<file path="src/rtl/irq_source_bank.sv">
module irq_source_bank #(
  parameter int NSRC   = 16,
  parameter int SRV_W  = 4,
  parameter int PRIO_W = 8,
  localparam int IDX_W = $clog2(NSRC),
  localparam int PTR_W = IDX_W + 1
) (
  input  logic              clk,
  input  logic              rst_n,
  input  logic              cfg_we,
  input  logic [IDX_W-1:0]  cfg_idx,
  input  logic [SRV_W-1:0]  cfg_server,
  input  logic [PRIO_W-1:0] cfg_prio,
  input  logic [NSRC-1:0]   src_level,
  input  logic              eoi_valid,
  input  logic              eoi_ipi,
  input  logic [IDX_W-1:0]  eoi_idx,
  input  logic              scan_start,
  output logic              scan_done,
  output logic              dlv_req,
  output logic [IDX_W-1:0]  dlv_idx,
  output logic [SRV_W-1:0]  dlv_server,
  output logic [PRIO_W-1:0] dlv_prio,
  input  logic              pres_ack,
  input  logic              pres_accept,
  input  logic              pres_need_resend,
  input  logic              disp_valid,
  input  logic              disp_ipi,
  input  logic [IDX_W-1:0]  disp_idx,
  output logic              rsnd_post,
  output logic [SRV_W-1:0]  rsnd_server
);

  localparam logic [PRIO_W-1:0] MASKED = '1;
  localparam logic [NSRC-1:0]   ONE    = NSRC'(1);

  typedef enum logic [1:0] {ST_IDLE, ST_START, ST_REQ, ST_POST} st_t;

  st_t               st_q;
  logic [SRV_W-1:0]  srv_q  [NSRC];
  logic [PRIO_W-1:0] prio_q [NSRC];
  logic [NSRC-1:0]   lvl_q, mpend_q, rsnd_q, pend_q;
  logic [IDX_W-1:0]  cur_idx;
  logic [SRV_W-1:0]  cur_srv;
  logic [PRIO_W-1:0] cur_prio;
  logic              scan_busy;
  logic [PTR_W-1:0]  scan_ptr;
  logic [IDX_W-1:0]  pick;
  logic              pick_any;

  always_comb begin
    pick = '0;
    for (int i = NSRC - 1; i >= 0; i--)
      if (pend_q[i]) pick = IDX_W'(i);
  end
  assign pick_any = |pend_q;

  wire start_masked = (st_q == ST_START) && (prio_q[cur_idx] == MASKED);
  wire refused      = (st_q == ST_REQ) && pres_ack && !pres_accept;
  wire unmask_hit   = cfg_we && (cfg_prio != MASKED) && mpend_q[cfg_idx];

  wire [NSRC-1:0] eoi_set    = (eoi_valid && !eoi_ipi && lvl_q[eoi_idx]) ? (ONE << eoi_idx) : '0;
  wire [NSRC-1:0] unmask_set = unmask_hit ? (ONE << cfg_idx) : '0;
  wire [NSRC-1:0] pend_set   = (src_level & ~lvl_q) | eoi_set | unmask_set;
  wire [NSRC-1:0] pend_clr   = (st_q == ST_IDLE && pick_any) ? (ONE << pick) : '0;
  wire [NSRC-1:0] cur_bit    = ONE << cur_idx;

  always_ff @(posedge clk or negedge rst_n) begin
    if (!rst_n) begin
      for (int i = 0; i < NSRC; i++) begin
        srv_q[i]  <= '0;
        prio_q[i] <= MASKED;
      end
    end else if (cfg_we) begin
      srv_q[cfg_idx]  <= cfg_server;
      prio_q[cfg_idx] <= cfg_prio;
    end
  end

  always_ff @(posedge clk or negedge rst_n) begin
    if (!rst_n) begin
      lvl_q   <= '0;
      pend_q  <= '0;
      mpend_q <= '0;
      rsnd_q  <= '0;
    end else begin
      lvl_q   <= src_level;
      pend_q  <= (pend_q & ~pend_clr) | pend_set;
      mpend_q <= (mpend_q & ~unmask_set) | (start_masked ? cur_bit : '0);
      rsnd_q  <= (rsnd_q & ~((st_q == ST_START) ? cur_bit : '0)) | (refused ? cur_bit : '0);
    end
  end

  always_ff @(posedge clk or negedge rst_n) begin
    if (!rst_n) begin
      st_q      <= ST_IDLE;
      cur_idx   <= '0;
      cur_srv   <= '0;
      cur_prio  <= '0;
      scan_busy <= 1'b0;
      scan_ptr  <= '0;
      scan_done <= 1'b0;
    end else begin
      scan_done <= 1'b0;
      if (scan_start && !scan_busy) begin
        scan_busy <= 1'b1;
        scan_ptr  <= '0;
      end
      case (st_q)
        ST_IDLE: begin
          if (pick_any) begin
            cur_idx <= pick;
            st_q    <= ST_START;
          end else if (scan_busy) begin
            if (scan_ptr == PTR_W'(NSRC)) begin
              scan_busy <= 1'b0;
              scan_done <= 1'b1;
            end else begin
              scan_ptr <= scan_ptr + 1'b1;
              if (rsnd_q[scan_ptr[IDX_W-1:0]]) begin
                cur_idx <= scan_ptr[IDX_W-1:0];
                st_q    <= ST_START;
              end
            end
          end
        end
        ST_START: begin
          if (start_masked) begin
            st_q <= ST_IDLE;
          end else begin
            cur_srv  <= srv_q[cur_idx];
            cur_prio <= prio_q[cur_idx];
            st_q     <= ST_REQ;
          end
        end
        ST_REQ: begin
          if (pres_ack) begin
            if (!pres_accept) begin
              st_q <= ST_POST;
            end else if (disp_valid && !disp_ipi) begin
              cur_idx <= disp_idx;
              st_q    <= ST_START;
            end else begin
              st_q <= ST_IDLE;
            end
          end
        end
        default: st_q <= pres_need_resend ? ST_IDLE : ST_START;
      endcase
    end
  end

  assign dlv_req     = (st_q == ST_REQ);
  assign dlv_idx     = cur_idx;
  assign dlv_server  = cur_srv;
  assign dlv_prio    = cur_prio;
  assign rsnd_post   = (st_q == ST_POST);
  assign rsnd_server = cur_srv;

  AST_REQ_HELD: assert property (@(posedge clk) disable iff (!rst_n)
    dlv_req && !pres_ack |=> dlv_req && $stable(dlv_idx) && $stable(dlv_prio) && $stable(dlv_server));
  AST_NO_MASKED_REQ: assert property (@(posedge clk) disable iff (!rst_n)
    dlv_req |-> dlv_prio != MASKED);
  AST_REFUSE_POST: assert property (@(posedge clk) disable iff (!rst_n)
    dlv_req && pres_ack && !pres_accept |=> rsnd_post && $stable(dlv_server));
  AST_RETRY_NOW: assert property (@(posedge clk) disable iff (!rst_n)
    rsnd_post && !pres_need_resend |=> !rsnd_post && !dlv_req && $stable(dlv_idx));
  AST_DONE_PULSE: assert property (@(posedge clk) disable iff (!rst_n)
    scan_done |=> !scan_done);

endmodule

</file>
<file path="config.mk">
export PLATFORM = sky130hd
export DESIGN_NAME = irq_source_bank
export DESIGN_NICKNAME = d
export VERILOG_FILES = /design/src/rtl/irq_source_bank.sv
export SDC_FILE = /design/constraint.sdc
export NUM_CORES = 1
export LEC_CHECK = 0
export ABC_CLOCK_PERIOD_IN_PS = 6300
export CAP_MARGIN = 20
export CORE_UTILIZATION = 40
export DETAILED_ROUTE_END_ITERATION = 10
export GPL_ROUTABILITY_DRIVEN = 0
export GPL_TIMING_DRIVEN = 0
export PLACE_DENSITY = 0.65
export SLEW_MARGIN = 30
export SYNTH_ARGS = -nofsm -noshare
export SYNTH_HDL_FRONTEND = slang
export SYNTH_SLANG_ARGS = --single-unit
</file>
<file path="constraint.sdc">
create_clock -name clk -period 6.3 [get_ports clk]
set_input_delay 1.575 -clock clk [delete_from_list [all_inputs] [get_ports clk]]
set_output_delay 1.575 -clock clk [all_outputs]
set_load 0.02 [all_outputs]
</file>
# ---- After elaboration in Yosys (flattened, before gate mapping)
# Cells that the tools add are included.
dict set report op_classes {
  n_mux 72
  addsub 1
  n_lt_le_gt_ge 6
  shift 4
  reduce_logical 21
  bitwise 16
  n_eq_ne 12
}
# cell n
set ops {}
lappend ops {{$bwmux 128} 1}
lappend ops {{$mux 4} 26}
lappend ops {{$mux 16} 6}
lappend ops {{$or 16x16->16} 5}
lappend ops {{$and 16x16->16} 4}
lappend ops {{$bwmux 64} 1}
lappend ops {{$not 16->16} 4}
lappend ops {{$shl 1x4->16 const A} 4}
lappend ops {{$bmux 8 s4} 1}
lappend ops {{$demux 8 s4} 1}
lappend ops {{$mux 5} 5}
lappend ops {{$mux 8} 3}
lappend ops {{$bmux 4 s4} 1}
lappend ops {{$demux 4 s4} 1}
lappend ops {{$reduce_or 16->1} 1}
lappend ops {{$lt 4x5->1 const B} 3}
lappend ops {{$mux 1} 14}
lappend ops {{$mux 2} 7}
lappend ops {{$bmux 1 s4} 3}
lappend ops {{$logic_and 1x1->1} 11}
lappend ops {{$ge 5x5->1 const B} 2}
lappend ops {{$not 4->5} 2}
lappend ops {{$eq 8x8->1 const B} 1}
lappend ops {{$ne 8x8->1 const B} 1}
lappend ops {{17 further kinds} 24}
dict set report totals {
  elab_cells 175
  input_bits 51
  reg_bits 281
  out_inout_bits 23
}

# ---- Longest topological paths before layout
# Gate-level depths: netlist of the first run.
dict set report logic_depth {
  ltp_word 21
  depth_mapped 10
}

# ---- Least setup slack after synthesis of the first run
# OpenSTA, ideal clock, no wires.
dict set report synth_timing {
  path_kind {input -> register}
  start {input cfg_idx[1]}
  end {register srv_q[34] (netlist name)}
  path_slack_ps 3172
  required_time_ps 6175
  arrival_ps 3004
  n_path_buf 2
  stages 5
  cell_sequence {clkbuf_1 nand2_1 nor3_1 clkbuf_1 mux2_2}
}
dict set report synth_between {
  elab_chain_len 6
  elab_cells_between_ends 7
  classes_between {order compare (2); mux (3); bitwise (1); reduce/logical (1)}
}
# element line
set synth_lines {}
lappend synth_lines {{start: declaration} 11} ;# input logic [IDX_W-1:0] cfg_idx,
lappend synth_lines {{$not 4->5 (not written as such) *} 75} ;# srv_q[cfg_idx] <= cfg_server;
lappend synth_lines {{$ge 5x5->1 (not written as such) / $lt 5x1->1 (equally long branches)} 75}
lappend synth_lines {{$logic_and 1x1->1 (not written as such)} 75}
lappend synth_lines {{$mux 4 (not written as such)} 75}
lappend synth_lines {{$demux 4 s4 *} 75}
lappend synth_lines {{$bwmux 64 *} 75}
lappend synth_lines {{end signal: indexed assignment} 75}
lappend synth_lines {{end: declaration} 40} ;# logic [SRV_W-1:0] srv_q [NSRC];
# Every way passes the cells marked *; elsewhere a longest branch is shown, timed or not.
# A chain may end at the register's enable or synchronous reset.

# ---- Worst setup path in the final report of the first run
dict set report layout_timing {
  start {input cfg_idx[0]}
  end {register srv_q[35] (netlist name)}
}
# The elaborated chain is that of the path after synthesis.

==> impl_results.md, run 1 <==
* Data required, critical path at 6760 ps
* Kind of end point of the critical path: flip-flop
* Syn avg cell area at between 10 and 15 sq um
* Clock slew seen by the registers of the worst setup and hold paths at approximately 60 ps
* Final setup vio count at 0
* I/O pin cnt at between 70 and 80
* Root buffer selected by CTS: sky130_fd_sc_hd__clkbuf_16
* Full die area at approximately 34000 sq um
* Share of the clock period used by the worst path at 64.0%
* Startpoint types: input port
* Number of nets in the layout at around 1100
* Area of the core at 32500 sq um
* Total internal power at 0.00458 W
* Combinational Power Share at 31.8%
* Synth-to-Final Area Change at 18.4%
* Largest fanout of any net on the critical path at 10
* Source-to-sink clock delay at the later pin of the worst-skew pair at 580 ps
* Maximum number of pins on one net before global-route repair at 81
* Number of distinct standard cells referenced by the synthesized netlist at 50
* Top FF cell, synth: sky130_fd_sc_hd__dfrtp_1
* Share of total power consumed by net switching at 30.3%
* Synth async-reset ratio at 100%
* Library cell with the largest summed area after synthesis: sky130_fd_sc_hd__dfrtp_1
* Power dissipated by switching net loads at 0.00199 W
* LEAKAGE at 6.16 nW
* Largest incremental delay on the critical path at between 700 and 800 ps
* Hold Path Class: flip-flop to flip-flop
* Final Hold Fails at 0
* Time the final worst path needs with I/O delays and setup at 4030 ps
* Number of global-route vias before repair at 8927
* Max cap viols at 0
* Post-cts resize count at 0
* Share of Yosys cell area claimed by the top area cell type at approximately 29%
* GR Overflow Total at 0
* Setup repair after global routing missed its margin: no
* Number of placement rows at 66
* Worst IR drop on VDD at 264 uV
* Cell count after synthesis at slightly below 1000
* Outcome: finished, final reports clean
* Clock network power share at 28.3%
* Global-route wire length before repair at 53.0 mm
* Warnings from Yosys at 0
* Area of the multi-input gates at roughly 5600 sq um
* Width of the chip at about 180 um
* Remaining antenna violation count after routing at 0
* Number of enable flip-flop cells after synthesis at 0
* Slew at the pin with the worst max-slew slack at 1010 ps
* Clock Sink Count at 281
* Share of synthesized area occupied by flip-flops and latches at 54.3%
* Initial detailed-routing violation count at 594
* Class of the most critical setup path: input port to flip-flop
* CP Data Arrival Time at 4490 ps
* Crit path top cell by count: sky130_fd_sc_hd__clkbuf_1
* Maximum frequency from static timing analysis at 0.248 GHz
* PortBufs at 71
* Via-to-Cell Ratio at 5.56
* CTS hold repair buffers at 0
* Fill cell total of the finished layout at 2912
* Cell Pwr Density at 420 nW/um^2
* Total iterations of the first detailed-routing run at 5
* Final slew viol count at 0
* CTS max path bufs at 3
* Clock Skews at 10.0 ps
* Starting density of the core at 40.7%
* Number of H-tree branching levels at 1
* Number of synthesized register bits at 281
* Sum Neg Setup Slack at 0 ps
* Number of buffers created by CTS at 31
* Post-CTS setup repair buffer count at 0
* Aggregate routed wire length at between 30 and 40 mm
* Sequential share of power at 39.8%
* Area of the mapped netlist at 13200 sq um
* Antenna violations before repair at 1
* Relative slew margins at 32.6%
* Ratio of cells with drive above 1 in the final layout at 43.1%
* All-Layer GR Usage at 20.7%
* Top cells by area in the synthesized netlist: sky130_fd_sc_hd__dfrtp_1 (29%), sky130_fd_sc_hd__dfstp_2 (25%), sky130_fd_sc_hd__mux2_2 (17%)
* Cell chain of the critical path: clkdlybuf4s50_1 > clkbuf_1 > nand2_1 > nor3_1 > clkbuf_1 > mux2_2
* Final HPWL from detailed placement at 22.8 mm
* Sequential cell area at 7190 sq um
* Number of nets produced by synthesis at 1023
* Vias post-DR at around 8600
* DRC Markers at 0
* Height of the chip at between 150 and 200 um
* Hold slack at 480 ps
* CTS tree: yes
* Antenna cell count at 0
* Cell with the largest stage delay on the worst path: sky130_fd_sc_hd__clkbuf_1
* Average wire length per cell after detail routing at 21.7 um
==> cells in the mapped netlist (all sizes together), types with 6 or more instances <==
master     n
o2111ai   13
nand2b     8
nor2b      6
mux2i      6
nand3b     6
nor3      12
o21ai     66
buf       20
nand3     31
inv       29
clkbuf    41
nand4      6
mux2     208
nor2      30
dfrtp    153
mux4      64
a21oi     10
dfstp    128
a22oi      6
o31ai      9
nand2     80
==> registers in the layout, summed over array words and instances (netlist names), 4 cells and up <==
register,cells
rsnd_q,16
lvl_q,16
srv_q,64
pend_q,16
prio_q,128
dlv_server,4
dlv_idx,4
scan_ptr,5
mpend_q,16
dlv_prio,8
==> metal layers <==
layer	up-vias	track usage [%]	share of wire, %
met4	0	5.93	2.8
li1	3791	-	-
met5	-	0	0
met2	254	33.5	47
met3	55	3.03	5.3
met1	4489	28.9	45
==> placed cells by master, fill, tap and decap left out, drive strengths merged, types with 5 or more instances in the layout <==
cell	count
nand2b	8
dfstp	128
a21oi	10
nor2	30
o21ai	66
and3b	5
clkbuf	91
nand3	31
or3	5
nand4	6
mux2i	6
mux4	64
nor2b	6
dfrtp	153
mux2	208
nand3b	6
inv	30
a22oi	6
nor3	12
buf	24
o31ai	9
nand2	80
o2111ai	13
clkdlybuf4s50	70
==> path summary, 6_finish.rpt <==
kind / start / end / slack, ps / depth (start not counted)
max: cfg_idx[0] / srv_q[35]$_DFFE_PN0P_ / 2270 / 6
min: mpend_q[8]$_DFF_PN0_ / mpend_q[8]$_DFF_PN0_ / 480 / 2
max reg2reg: dlv_idx[3]$_DFFE_PN0P_ / dlv_prio[5]$_DFFE_PN0P_ / 3030 / 9
min reg2reg: mpend_q[8]$_DFF_PN0_ / mpend_q[8]$_DFF_PN0_ / 480 / 2
max in group asynchronous: rst_n / prio_q[38]$_DFFE_PN1P_ / 3780 / 4
min in group asynchronous: rst_n / lvl_q[14]$_DFF_PN0_ / 960 / 1
==> power groups by stage <==
stage / logic [W] / clock network, W / registers [W]
2_1_floorplan: 0.00142 / 0 / 0.00261
3_3_place_gp: 0.00206 / 0 / 0.00263
3_5_place_dp: 0.00210 / 0 / 0.00264
4_1_cts: 0.00211 / 0.00191 / 0.00262
5_1_grt: 0.00225 / 0.00198 / 0.00268
6_report: 0.00209 / 0.00186 / 0.00262
==> logic make-up after synthesis <==
group / after synthesis / synth area share, %
flops: 281 / 54.3
simple gates: 201 / 7.36
fa+ha+maj: 2 / 0.189
buf+inv: 91 / 3.21
mux: 278 / 29.4
compound gates: 117 / 5.51
==> area by class of cell <==
type	instances	area share, %
flip-flops and latches	281	45.9
multi-input cells	598	35.9
clock buffers	49	5.89
repair buffers	75	5.18
well taps	442	3.53
plain buffers	61	2.00
clock inverters	9	0.894
inverters	30	0.718
==> worst max-delay path: cells and delay by family <==
family	cells	cell delay [ps]
buffers and inverters	3	1880
muxes	1	410
and+or+nand+nor	2	610
==> metrics by stage <==
stage | cell area, sq um | util, % | instances | power [W] | setup WS, ps
2_1_floorplan | 13200 | - | 970 | 0.00403 | 3170
3_3_place_gp | 14500 | 44.6 | 1483 | 0.00469 | -8330
3_5_place_dp | 14600 | 44.8 | 1486 | 0.00474 | 1650
4_1_cts | 15700 | 48.1 | 1544 | 0.00664 | 2240
5_1_grt | 15700 | 48.2 | 1545 | 0.00690 | 2100
6_report | 15700 | 48.2 | 1545 | 0.00658 | 2270
No activity file was read; power rests on OpenSTA's default activity.
==> inputs of run 2 (changes only) <==
- ABC_CLOCK_PERIOD_IN_PS: 6300 -> 3650
- PLACE_DENSITY: 0.65 -> 0.67
- clock period: 6.3 -> 3.65 ns (I/O delays scaled with it)
==> run 2 against run 1 <==
- design area decreased by 0.83%
- via count fell by 1.3%
- sequential power grew 73%
- critical path depth unchanged
- sequential cell count stayed put
- combinational power grew 70%
- die area is the same
- core utilization decreased by 0.40 points
- cell count decreased by 0.32%
- largest cell class unchanged
==> impl_results.md, run 2 (same netlist as run 1, synthesis figures left out) <==
* Post-cts resize count at 0 (unchanged)
* Antenna violations before repair at 0 (-1)
* Post-CTS setup repair buffer count at 0 (unchanged)
* Ratio of cells with drive above 1 in the final layout at 42.5% (-0.53 points)
* Total iterations of the first detailed-routing run at 5 (unchanged)
* Full die area at 33800 sq um (unchanged)
* Worst IR drop on VDD at 444 uV (+68%)
* Number of nets in the layout at 1129 (-0.18%)
* Width of the chip at 184 um (unchanged)
* Antenna cell count at 0 (unchanged)
* Relative slew margins at 33.6% (+0.98 points)
* Maximum frequency from static timing analysis at 0.297 GHz
* Fill cell total of the finished layout at 2921 (+0.31%)
* Number of flip-flops under the largest register name at 128 (unchanged)
* DRC Markers at 0 (unchanged)
* Largest regs: prio_q: 128 flops, srv_q: 64 flops
* GR Overflow Total at 0 (unchanged)
* Most frequent cells in the layout: sky130_fd_sc_hd__mux2_2 (196), sky130_fd_sc_hd__dfrtp_1 (153), sky130_fd_sc_hd__dfstp_2 (128)
* Worst slack, placed at -283 ps (-1930 ps)
* Class of the most critical setup path: input port to flip-flop
* Synth-to-Final Area Change at 17.5%
* Most common library cell in the layout ignoring fill and taps: sky130_fd_sc_hd__mux2_2
* Global-route wire length before repair at 51.8 mm (-2.3%)
* Clock Sink Count at 281 (unchanged)
* LEAKAGE at 6.10 nW (-0.98%)
* Height of the chip at 184 um (unchanged)
* Aggregate routed wire length at 32.5 mm (-2.9%)
* Final non-filler cell area at 15500 sq um (-0.83%)
* Remaining antenna violation count after routing at 0 (unchanged)
* Via-to-Cell Ratio at 5.50 (-1.0%)
* All-Layer GR Usage at 20.0% (-0.72 points)
* CTS hold repair buffers at 0 (unchanged)
* Vias post-DR at 8475 (-1.3%)
* Share of the clock period used by the worst path at 92.1%
* I/O pin cnt at 74 (unchanged)
* Outcome: finished, final reports clean
* Sequential cell area at 7190 sq um (unchanged)
* Number of placement rows at 66 (unchanged)
* Slew at the pin with the worst max-slew slack at 988 ps (-23.2 ps)
* Number of H-tree branching levels at 1 (unchanged)
* Final Hold Fails at 0 (unchanged)
* Setup repair after global routing missed its margin: no
* Largest register by flop count: prio_q
* Final setup vio count at 0 (unchanged)
* PortBufs at 71 (unchanged)
* Post-route worst setup slack at 288 ps (-1980 ps)
* Post-detailed-placement cell area at 14600 sq um (about the same)
* Time the final worst path needs with I/O delays and setup at around 3400 ps
* Largest fanout of any net on the critical path at 10 (unchanged)
* Hold Path Class: input port to async pin
* Maximum number of pins on one net before global-route repair at 92 (+14%)
* Cell Pwr Density at 707 nW/um^2 (+69%)
* Layout Utilization at 47.8% (-0.40 points)
* CTS max path bufs at 3 (unchanged)
* Starting density of the core at 40.7% (unchanged)
* Kind of end point of the critical path: flip-flop
* Number of global-route vias before repair at 8772 (-1.7%)
* Root buffer selected by CTS: sky130_fd_sc_hd__clkbuf_16
* Max cap viols at 0 (unchanged)
* Source-to-sink clock delay at the later pin of the worst-skew pair at 580 ps (about the same)
* Final HPWL from detailed placement at 22.6 mm (-0.88%)
* Clock slew seen by the registers of the worst setup and hold paths at 60 ps (about the same)
* Final slew viol count at 0 (unchanged)
* Area of the core at 32500 sq um (unchanged)
* Startpoint types: input port
* Initial detailed-routing violation count at 597 (+0.51%)
* Number of buffers created by CTS at 30 (-3.2%)
* Area of the multi-input gates at 5620 sq um (-0.20%)
* CTS tree: yes
* Average wire length per cell after detail routing at 21.1 um (-2.5%)
* Clock Skews at 38.7 ps (+28.7 ps)
* Data required, critical path at 4120 ps (-2640 ps)
* CP Data Arrival Time at 3830 ps (-660 ps)
## run 2: cell count changes in the layout (fill, tap and decap cells not counted)
| cell | previous run | this run |
|---|---|---|
| sky130_fd_sc_hd__bufinv_16 | 3 | 0 |
| sky130_fd_sc_hd__clkbuf_1 | 50 | 51 |
| sky130_fd_sc_hd__clkbuf_16 | 31 | 30 |
| sky130_fd_sc_hd__clkbuf_2 | 1 | 0 |
| sky130_fd_sc_hd__clkbuf_8 | 9 | 8 |
| sky130_fd_sc_hd__clkinv_16 | 0 | 1 |
| sky130_fd_sc_hd__clkinv_4 | 0 | 1 |
| sky130_fd_sc_hd__clkinvlp_4 | 2 | 1 |
| sky130_fd_sc_hd__inv_16 | 1 | 0 |
| sky130_fd_sc_hd__nor4_1 | 1 | 2 |
| sky130_fd_sc_hd__nor4_2 | 1 | 0 |
| sky130_fd_sc_hd__o31ai_1 | 8 | 9 |
| sky130_fd_sc_hd__o31ai_2 | 1 | 0 |
## run 2: stage by stage
stage               hold WS (ps)  total power [W]  setup TNS, ps  cells
finish                       204           0.0110              0   1540
global route                 205           0.0116              0   1540
CTS                          202           0.0111              0   1540
detailed placement           471          0.00812          -9270   1486
global placement             459          0.00803       -2388540   1483
floorplan                    444          0.00695              0    970
## run 2: worst max-delay path, stage by stage
cell and delay, ps:
sky130_fd_sc_hd__clkdlybuf4s50_1 650, sky130_fd_sc_hd__clkbuf_1 470, sky130_fd_sc_hd__nand2_1 220, sky130_fd_sc_hd__nor3_1 410, sky130_fd_sc_hd__clkbuf_1 730, sky130_fd_sc_hd__mux2_2 410
## run 2: final cells by class
class	count	area share [%]
Buffer	61	2.00
Tap cell	442	3.56
Clock buffer	48	5.78
Clock inverter	6	0.394
Sequential cell	281	46.3
Timing Repair Buffer	74	5.14
Multi-Input combinational cell	598	36.1
Inverter	30	0.724
## run 2: layer usage
| metal | vias up | routed length [um] | global-route usage (%) | part of all wire, % |
|---|---|---|---|---|
| met5 | - | 0 | 0 | 0 |
| met4 | 0 | 618 | 4.60 | 1.9 |
| met3 | 53 | 1720 | 2.56 | 5.3 |
| met2 | 252 | 15100 | 31.6 | 46 |
| met1 | 4382 | 15100 | 29.2 | 46 |
| li1 | 3788 | - | - | - |
## run 2: where the power goes
group          internal [W]  switching [W]
logic               0.00187        0.00168
registers           0.00409       0.000435
clock network       0.00168        0.00123
## run 2: path summary, 6_finish.rpt
check	endpoint	startpoint	cells after the start	slack, ps
worst max-delay path	srv_q[34]$_DFFE_PN0P_	cfg_idx[0]	6	290
worst min-delay path	lvl_q[11]$_DFF_PN0_	rst_n	1	200
worst max register to register	dlv_prio[2]$_DFFE_PN0P_	dlv_idx[3]$_DFFE_PN0P_	9	420
worst min register to register	mpend_q[12]$_DFF_PN0_	mpend_q[12]$_DFF_PN0_	2	480
max in group asynchronous	prio_q[84]$_DFFE_PN1P_	rst_n	3	2300
min in group clk	mpend_q[12]$_DFF_PN0_	mpend_q[12]$_DFF_PN0_	2	480
